**src/rtl/pirq_pkg.sv**
```systemverilog
package pirq_pkg;
  typedef enum logic [2:0] {
    PM_OFF   = 3'b000,
    PM_LOW   = 3'b001,
    PM_SQ2   = 3'b010,
    PM_SQ1   = 3'b011,
    PM_SEC   = 3'b100,
    PM_MIN   = 3'b101,
    PM_HOUR  = 3'b110,
    PM_MONTH = 3'b111
  } pirq_mode_e;

  function automatic logic is_level(pirq_mode_e m);
    return m[2];
  endfunction
endpackage

```
**src/rtl/pirq_phase.sv**
```systemverilog
module pirq_phase #(
  parameter int TICKS_PER_SEC = 16,
  parameter int CARRY_DLY     = 1
) (
  input  logic clk_i,
  input  logic rst_ni,
  input  logic tick_i,
  input  logic restart_i,
  output logic sq1_o,
  output logic sq2_o,
  output logic carry_o
);
  localparam int CW      = $clog2(TICKS_PER_SEC);
  localparam int HALF    = TICKS_PER_SEC / 2;
  localparam int QUARTER = TICKS_PER_SEC / 4;

  logic [CW-1:0] sub_q;
  logic          carry_q;

  always_ff @(posedge clk_i or negedge rst_ni) begin
    if (!rst_ni) begin
      sub_q   <= '0;
      carry_q <= 1'b0;
    end else begin
      if (restart_i)
        sub_q <= '0;
      else if (tick_i)
        sub_q <= (sub_q == CW'(TICKS_PER_SEC - 1)) ? '0 : sub_q + 1'b1;
      // carry lands CARRY_DLY ticks after the phase reaches zero
      carry_q <= tick_i && !restart_i && (sub_q == CW'(CARRY_DLY - 1));
    end
  end

  assign sq1_o = (sub_q < CW'(HALF));
  assign sq2_o = (sub_q < CW'(QUARTER)) ||
                 ((sub_q >= CW'(HALF)) && (sub_q < CW'(HALF + QUARTER)));
  assign carry_o = carry_q;
endmodule

```
**src/rtl/pirq_flag.sv**
```systemverilog
module pirq_flag
  import pirq_pkg::*;
(
  input  logic       clk_i,
  input  logic       rst_ni,
  input  pirq_mode_e mode_i,
  input  logic       stop_i,
  input  logic       sec_inc_i,
  input  logic       min_evt_i,
  input  logic       hour_evt_i,
  input  logic       month_evt_i,
  input  logic       flag_we_i,
  input  logic       flag_wdata_i,
  output logic       flag_o
);
  logic evt;
  logic flag_q;

  always_comb begin
    unique case (mode_i)
      PM_SEC:   evt = sec_inc_i;
      PM_MIN:   evt = min_evt_i;
      PM_HOUR:  evt = hour_evt_i;
      PM_MONTH: evt = month_evt_i;
      default:  evt = 1'b0;
    endcase
  end

  always_ff @(posedge clk_i or negedge rst_ni) begin
    if (!rst_ni)
      flag_q <= 1'b0;
    else if (stop_i || !is_level(mode_i))
      flag_q <= 1'b0;
    else if (evt)
      flag_q <= 1'b1;            // event beats a same-cycle clear
    else if (flag_we_i && !flag_wdata_i)
      flag_q <= 1'b0;
  end

  assign flag_o = flag_q;
endmodule

```
**src/rtl/pirq_drive.sv**
```systemverilog
module pirq_drive
  import pirq_pkg::*;
(
  input  logic       clk_i,
  input  logic       rst_ni,
  input  pirq_mode_e mode_i,
  input  logic       sq1_i,
  input  logic       sq2_i,
  input  logic       flag_i,
  output logic       irq_n_o
);
  logic active;
  logic irq_n_q;

  always_comb begin
    unique case (mode_i)
      PM_OFF:  active = 1'b0;
      PM_LOW:  active = 1'b1;
      PM_SQ2:  active = sq2_i;
      PM_SQ1:  active = sq1_i;
      default: active = flag_i;
    endcase
  end

  always_ff @(posedge clk_i or negedge rst_ni) begin
    if (!rst_ni) irq_n_q <= 1'b1;
    else         irq_n_q <= !active;
  end

  assign irq_n_o = irq_n_q;
endmodule

```
**src/rtl/periodic_irq_gen.sv**
```systemverilog
module periodic_irq_gen
  import pirq_pkg::*;
#(
  parameter int TICKS_PER_SEC = 16,
  parameter int CARRY_DLY     = 1
) (
  input  logic       clk_i,
  input  logic       rst_ni,
  input  logic       tick_i,
  input  logic       sec_wr_i,
  input  logic       sec_inc_i,
  input  logic       min_evt_i,
  input  logic       hour_evt_i,
  input  logic       month_evt_i,
  input  logic       stop_i,
  input  logic       mode_we_i,
  input  logic [2:0] mode_wdata_i,
  input  logic       flag_we_i,
  input  logic       flag_wdata_i,
  output logic       irq_n_o,
  output logic       flag_o,
  output logic       sec_tick_o
);
  pirq_mode_e mode_q;
  logic       sq1, sq2, lvl_flag, irq_n;

  always_ff @(posedge clk_i or negedge rst_ni) begin
    if (!rst_ni)        mode_q <= PM_OFF;
    else if (stop_i)    mode_q <= PM_OFF;
    else if (mode_we_i) mode_q <= pirq_mode_e'(mode_wdata_i);
  end

  pirq_phase #(
    .TICKS_PER_SEC(TICKS_PER_SEC),
    .CARRY_DLY    (CARRY_DLY)
  ) u_phase (
    .clk_i    (clk_i),
    .rst_ni   (rst_ni),
    .tick_i   (tick_i),
    .restart_i(sec_wr_i),
    .sq1_o    (sq1),
    .sq2_o    (sq2),
    .carry_o  (sec_tick_o)
  );

  pirq_flag u_flag (
    .clk_i       (clk_i),
    .rst_ni      (rst_ni),
    .mode_i      (mode_q),
    .stop_i      (stop_i),
    .sec_inc_i   (sec_inc_i),
    .min_evt_i   (min_evt_i),
    .hour_evt_i  (hour_evt_i),
    .month_evt_i (month_evt_i),
    .flag_we_i   (flag_we_i),
    .flag_wdata_i(flag_wdata_i),
    .flag_o      (lvl_flag)
  );

  pirq_drive u_drive (
    .clk_i  (clk_i),
    .rst_ni (rst_ni),
    .mode_i (mode_q),
    .sq1_i  (sq1),
    .sq2_i  (sq2),
    .flag_i (lvl_flag),
    .irq_n_o(irq_n)
  );

  assign irq_n_o = irq_n;

  always_comb begin
    if (is_level(mode_q))                    flag_o = lvl_flag;
    else if (mode_q == PM_SQ1 || mode_q == PM_SQ2) flag_o = !irq_n;
    else                                     flag_o = 1'b0;
  end
endmodule

```
**config.mk**
```make
export PLATFORM = sky130hd
export DESIGN_NAME = periodic_irq_gen
export DESIGN_NICKNAME = d
export VERILOG_FILES = /design/src/rtl/pirq_pkg.sv /design/src/rtl/pirq_phase.sv /design/src/rtl/pirq_flag.sv /design/src/rtl/pirq_drive.sv /design/src/rtl/periodic_irq_gen.sv
export SDC_FILE = /design/constraint.sdc
export NUM_CORES = 1
export LEC_CHECK = 0
export CAP_MARGIN = 10
export CORE_MARGIN = 3
export CORE_UTILIZATION = 35
export CTS_CLUSTER_DIAMETER = 120
export CTS_CLUSTER_SIZE = 10
export DETAILED_ROUTE_END_ITERATION = 10
export PLACE_DENSITY = 0.74
export SLEW_MARGIN = 20
export SYNTH_ARGS = -nofsm -noshare
export SYNTH_HDL_FRONTEND = slang
export SYNTH_SLANG_ARGS = --single-unit
```
**constraint.sdc**
```tcl
create_clock -name clk_i -period 4 [get_ports clk_i]
set_clock_uncertainty 0.15 [all_clocks]
set_input_delay 0.4 -clock clk_i [delete_from_list [all_inputs] [get_ports clk_i]]
set_output_delay 0.4 -clock clk_i [all_outputs]
set_load 0.01 [all_outputs]
```
==> results of run 1 <==
-- flip-flops by register name, summed over array words and instances, names as in the netlist --
register and count:
u_phase.sub_q 4, u_flag.flag_o 1, u_phase.carry_o 1, mode_q 3, u_drive.irq_n_o 1
-- cells by family (layout without fill, tap and decap cells) --
group / count (synthesis) / after routing / synth area share [%]
and+or+nand+nor: 19 / 19 / 20.1
xor gates and xnor gates: 1 / 1 / 1.76
buffers and inverters: 2 / 23 / 1.51
muxes: 5 / 5 / 12.6
adders and majority gates: 2 / 2 / 5.02
DFF: 10 / 10 / 50.5
AOI/OAI and AO/OA: 8 / 8 / 8.54
-- stage by stage --
step	instance area, µm²	power, mW	hold slack, ps
final	712	0.219	292
after global placement	686	0.151	353
after CTS	712	0.223	307
after global routing	712	0.236	322
after floorplan	498	0.127	-45.6
after detailed placement	686	0.152	356
-- layout make-up --
type,count,area (µm²)
clock buffer,4,26.3
fill,111,504
inverter,2,7.51
multi-input combinational,35,239
sequential,10,251
tap,14,17.5
timing repair buffer,17,170
-- cells in the mapped netlist, drive strengths merged --
library cell,count
ha,2
nand2,4
or2b,1
dfrtp,9
o21ai,2
nand2b,2
dfstp,1
nor3b,2
inv,2
mux2i,4
or4,1
nand3,2
nor2,6
mux4,1
xor2,1
a21oi,5
and4b,1
o21a,1
-- routing by layer --
layer  vias up  track usage [%]  part of all wire [%]
li1        206                -                     -
met1       197             16.2                    45
met2        12             20.1                    49
met3         0             3.73                   6.0
met4         0             3.61                     0
met5         -                0                     0
-- cell usage in the layout (no fill, tap or decap) --
cell | Yosys | routed
clkdlybuf4s50_1 | 0 | 17
or4_1 | 1 | 1
clkbuf_4 | 0 | 3
nand2b_1 | 2 | 2
ha_1 | 2 | 2
or2b_1 | 1 | 1
nor2_1 | 6 | 6
o21ai_0 | 2 | 2
nand2_1 | 4 | 4
inv_1 | 1 | 1
dfstp_2 | 1 | 1
mux2i_1 | 4 | 4
nand3_1 | 2 | 2
mux4_2 | 1 | 1
clkbuf_1 | 0 | 1
nor3b_1 | 2 | 2
xor2_1 | 1 | 1
inv_2 | 1 | 1
dfrtp_1 | 9 | 9
and4b_1 | 1 | 1
o21a_1 | 1 | 1
a21oi_1 | 5 | 5
-- where the power goes --
group | switching, mW | total, mW | internal (mW)
combinational | 0.0137 | 0.0379 | 0.0242
clock | 0.0309 | 0.0692 | 0.0383
sequential | 0.00497 | 0.112 | 0.107
-- critical path: stages, from the launching register on --
cell and delay [ps]:
dfrtp_1 410, nand2b_1 150, o21ai_0 140, clkdlybuf4s50_1 550
-- worst max-delay path by stage --
stage | startpoint | endpoint | slack (ps) | depth (start not counted)
after global routing | mode_q[2]$_DFFE_PN0P_ | flag_o | 1810 | 3
after CTS | mode_q[2]$_DFFE_PN0P_ | flag_o | 1920 | 3
after global placement | tick_i | u_phase.sub_q[3]$_DFFE_PN0P_ | 2200 | 4
after detailed placement | tick_i | u_phase.sub_q[3]$_DFFE_PN0P_ | 2170 | 4
final | mode_q[2]$_DFFE_PN0P_ | flag_o | 1950 | 3
after floorplan | mode_q[2]$_DFFE_PN0P_ | flag_o | 2660 | 2
==> impl_metrics.ini, run 1 <==
[outcome]
status = finished clean

[drt]
drt_iter0_drc = 6
dr_total_vias = 415
wirelength_um = 1040
wl_per_cell_um = 12.6
dr.pass1.iters = 2
via_per_inst = 5.06
post-route-drc-count = 0
ant_nets = 0

[power_and_ir_drop]
p_leak_nw = 0.305
ir_worst_vdd_mv = 0.221
power_density_nw_per_um2 = 308

[sta]
worst_pin_slew_ps = 427
max_clock_freq_ghz = 0.487
fin_crit_sh_pct = 51.4
fin_crit_ps = 2050
finalSetupViolCount = 0
layout_setup_ws_ps = 1950
relSlewSlack_pct = 71.4
rsz0062_at_grt = false
slew_violations = 0
setup-tns-final_ps = 0
finalHoldViolCount = 0

[floorplanning]
die_area_um2 = 1910
die_h_um = 43.7
start_util_pct = 40.9
core_um2 = 1220
die_x_um = 43.7
ios = 18
rows = 12

[logic_synthesis]
netlist_instances = 47
syn_nets = 64
syn-cell-area_um2 = 498
synth-seq-area-share_pct = 50.5
netlist.area_leader.share_pct = 45.2
synth_cell_types = 19
netlist_top_cells_area = dfrtp_1, mux2i_1, dfstp_2
syn_area_per_cell_um2 = 10.6
ys_warn_count = 0
synth-seq-cells = 10
yosys.area.top_type = dfrtp_1

[finish]
drive_above_1_share_pct = 8.82
final_util_pct = 58.5
area_delta_synth_final_pct = 43.0
final_cells = 82
antenna-diode-count = 0
final_nets = 86

[critical_path]
required_ps = 3450
reg2reg_from = mode_q[0]$_DFFE_PN0P_
worst_setup_path_start_kind = flip-flop
end_kind = primary output
path_class = reg -> out
r2r_cells = 3
crit_fanout = 5
r2r_setup_slack_ps = 2560
cp_data_arrival_time_ps = 1500
r2r-end = u_flag.flag_o$_DFFE_PN0P_

[hold_path]
hold_class = in -> async

[clock_tree]
cts_hold_buffers = 0
insertion_delay_ps = 260
cts_buffers = 3
htreeDepth = 1
cts_tree = built
cts_setup_buffers = 0
cts-root-buf = clkbuf_4
cts.clk_slew.worst_paths_ps = 70
ctsResizeCount = 0
cts_sinks = 10
clock_path_buffers = 2

[grt]
grt_overflow = 0
first_global_vias = 409
grt_pass1_wl_um = 1760
grt_max_degree = 11
track_usage_pct = 12.5
antenna_found_initial = 0

[job]
drv_cap = 0

[place]
dp_slack_ps = 2170
portBuffers = 17
gp_congestion = 0.764
dpl.hpwl_um = 845
dp_cells = 78
No activity file was read; power rests on OpenSTA's default activity.
==> run 2, diff against run 1 <==
--- a/config.mk
+++ b/config.mk
@@ -11,7 +11,7 @@
 export CTS_CLUSTER_DIAMETER = 120
 export CTS_CLUSTER_SIZE = 10
 export DETAILED_ROUTE_END_ITERATION = 10
-export PLACE_DENSITY = 0.74
+export PLACE_DENSITY = 0.77
 export SLEW_MARGIN = 20
 export SYNTH_ARGS = -nofsm -noshare
 export SYNTH_HDL_FRONTEND = slang
==> constraint.sdc (replaced) <==
create_clock -name clk_i -period 1.8 [get_ports clk_i]
set_clock_uncertainty 0.15 [all_clocks]
set_input_delay 0.18 -clock clk_i [delete_from_list [all_inputs] [get_ports clk_i]]
set_output_delay 0.18 -clock clk_i [all_outputs]
set_load 0.01 [all_outputs]
==> run 2 against run 1 <==
Effect of this change:
- critical path depth down 2
- routed wire length is 1.7% higher
- worst hold slack worse by 220 ps
- core utilization is 0.51 points higher
- via count is 2.7% higher
- largest cell class unchanged
- largest power group unchanged
==> impl_metrics.ini, run 2 (synthesized netlist as in run 1, its figures left out) <==
[critical_path]
required_ps = 1470
end_kind = primary output
critPathTopFamily = flip-flops
cp_num_buf_inv = 1
cp_slowest_cell = dfstp_2
worst_setup_path_start_kind = flip-flop
path_class = reg -> out
cp_data_arrival_time_ps = 1310
crit_fanout = 2
path_cells = clkdlybuf4s50_1
critPathMaxStageDelay_ps = 520

[clock_tree]
clock_path_buffers = 2
cts_sinks = 10
cts_buffers = 3
cts_setup_buffers = 0
htreeDepth = 1
cts-root-buf = clkbuf_4
cts_tree = built
cts.clk_slew.worst_paths_ps = 60
insertion_delay_ps = 270

[grt]
use_met2_pct = 21.2
top_usage_layer = met2
track_usage_pct = 12.6
antenna_found_initial = 0
first_global_vias = 420
grt_max_degree = 11
grt_use_met3_pct = 3.73
grt_overflow = 0
grt_pass1_wl_um = 1660
use_met1_pct = 12.3

[sta]
worst_pin_slew_ps = 443
finalHoldViolCount = 0
finalSetupViolCount = 0
relSlewSlack_pct = 70.4
fin_crit_ps = 1640
max_clock_freq_ghz = 0.610
setup-tns-final_ps = 0
slew_violations = 0
fin_crit_sh_pct = 91.1
rsz0062_at_grt = false

[drt]
drt_iter0_drc = 5
dr.pass1.iters = 4
wirelength_um = 1050
dr_total_vias = 426
via_per_inst = 5.13
ant_nets = 0
wl_per_cell_um = 12.7
post-route-drc-count = 0

[finish]
final_cells = 83
n_fill_cell = 100
final_nets = 87
largest_register_ffs = 4
drive_above_1_share_pct = 10.1
multi_input_area_um2 = 239
fin_area_um2 = 718
layout_common_cells = clkdlybuf4s50_1, dfrtp_1, nor2_1
regMostFlops = u_phase.sub_q
register_area_um2 = 251
reg_top3 = u_phase.sub_q (4), mode_q (3)
antenna-diode-count = 0
area_delta_synth_final_pct = 44.2
final_common_cell = clkdlybuf4s50_1

[place]
portBuffers = 17
gp_congestion = 0.784
placed_area_um2 = 693
dpl.hpwl_um = 865
dp_cells = 79

[power_and_ir_drop]
p_leak_nw = 0.315
ir_worst_vdd_mv = 0.376
power_density_nw_per_um2 = 691
total_power_uw = 496

[floorplanning]
die_h_um = 43.7
start_util_pct = 40.9
ios = 18
die_x_um = 43.7
rows = 12
die_area_um2 = 1910
core_um2 = 1220

[outcome]
status = finished clean

[hold_path]
hold_class = in -> async

[job]
drv_cap = 0
[run 2: final timing paths]
kind / from / endpoint / slack [ps] / cells past startpoint
max: u_drive.irq_n_o$_DFF_PN1_ / irq_n_o / 160 / 1
min: rst_ni / u_phase.sub_q[0]$_DFFE_PN0P_ / 70 / 1
max reg2reg: mode_q[0]$_DFFE_PN0P_ / u_flag.flag_o$_DFFE_PN0P_ / 380 / 3
min reg2reg: u_flag.flag_o$_DFFE_PN0P_ / u_drive.irq_n_o$_DFF_PN1_ / 370 / 2
max in group asynchronous: rst_ni / u_drive.irq_n_o$_DFF_PN1_ / 1090 / 1
min in group clk_i: u_flag.flag_o$_DFFE_PN0P_ / u_drive.irq_n_o$_DFF_PN1_ / 370 / 2
[run 2: layout make-up]
cell class                 instances  share of cell area, %
clock buffer                       4                   3.66
timing repair buffer              18                   24.6
sequential                        10                   35.0
multi-input combinational         35                   33.3
inverter                           2                   1.05
tap                               14                   2.44
[run 2: where the power goes]
| part | internal [mW] | total, mW | switching [mW] |
|---|---|---|---|
| sequential | 0.238 | 0.248 | 0.0104 |
| clock | 0.0858 | 0.163 | 0.0771 |
| combinational | 0.0545 | 0.0852 | 0.0307 |
[run 2: per-layer routing]
layer	wire [µm]	vias to the layer above
met5	0	-
met4	28	0
met3	51	3
met2	570	14
met1	404	199
li1	-	210
[run 2: through the flow]
step                util [%]  worst slack [ps]  hold WS [ps]
floorplan                  -               495          -266
global placement        57.0               268           364
detailed placement      57.0               230           356
CTS                     59.1               148          66.1
global route            59.1               119          89.4
finish                  59.1               160          67.8
[run 2: what timing repair did]
action / in CTS / in global routing
gates resized for setup: 1 / 0
hold buffers: 0 / 0
setup endpoints to repair: 1 / 0
==> run 3, diff against run 2 <==
--- a/config.mk
+++ b/config.mk
@@ -5,12 +5,13 @@
 export SDC_FILE = /design/constraint.sdc
 export NUM_CORES = 1
 export LEC_CHECK = 0
-export CAP_MARGIN = 10
+export CAP_MARGIN = 30
 export CORE_MARGIN = 3
 export CORE_UTILIZATION = 35
 export CTS_CLUSTER_DIAMETER = 120
 export CTS_CLUSTER_SIZE = 10
 export DETAILED_ROUTE_END_ITERATION = 10
+export GPL_ROUTABILITY_DRIVEN = 0
 export PLACE_DENSITY = 0.77
 export SLEW_MARGIN = 20
 export SYNTH_ARGS = -nofsm -noshare
==> results of run 3 <==
Same layout as run 2: the final DEF is identical, and so are final timing and power.
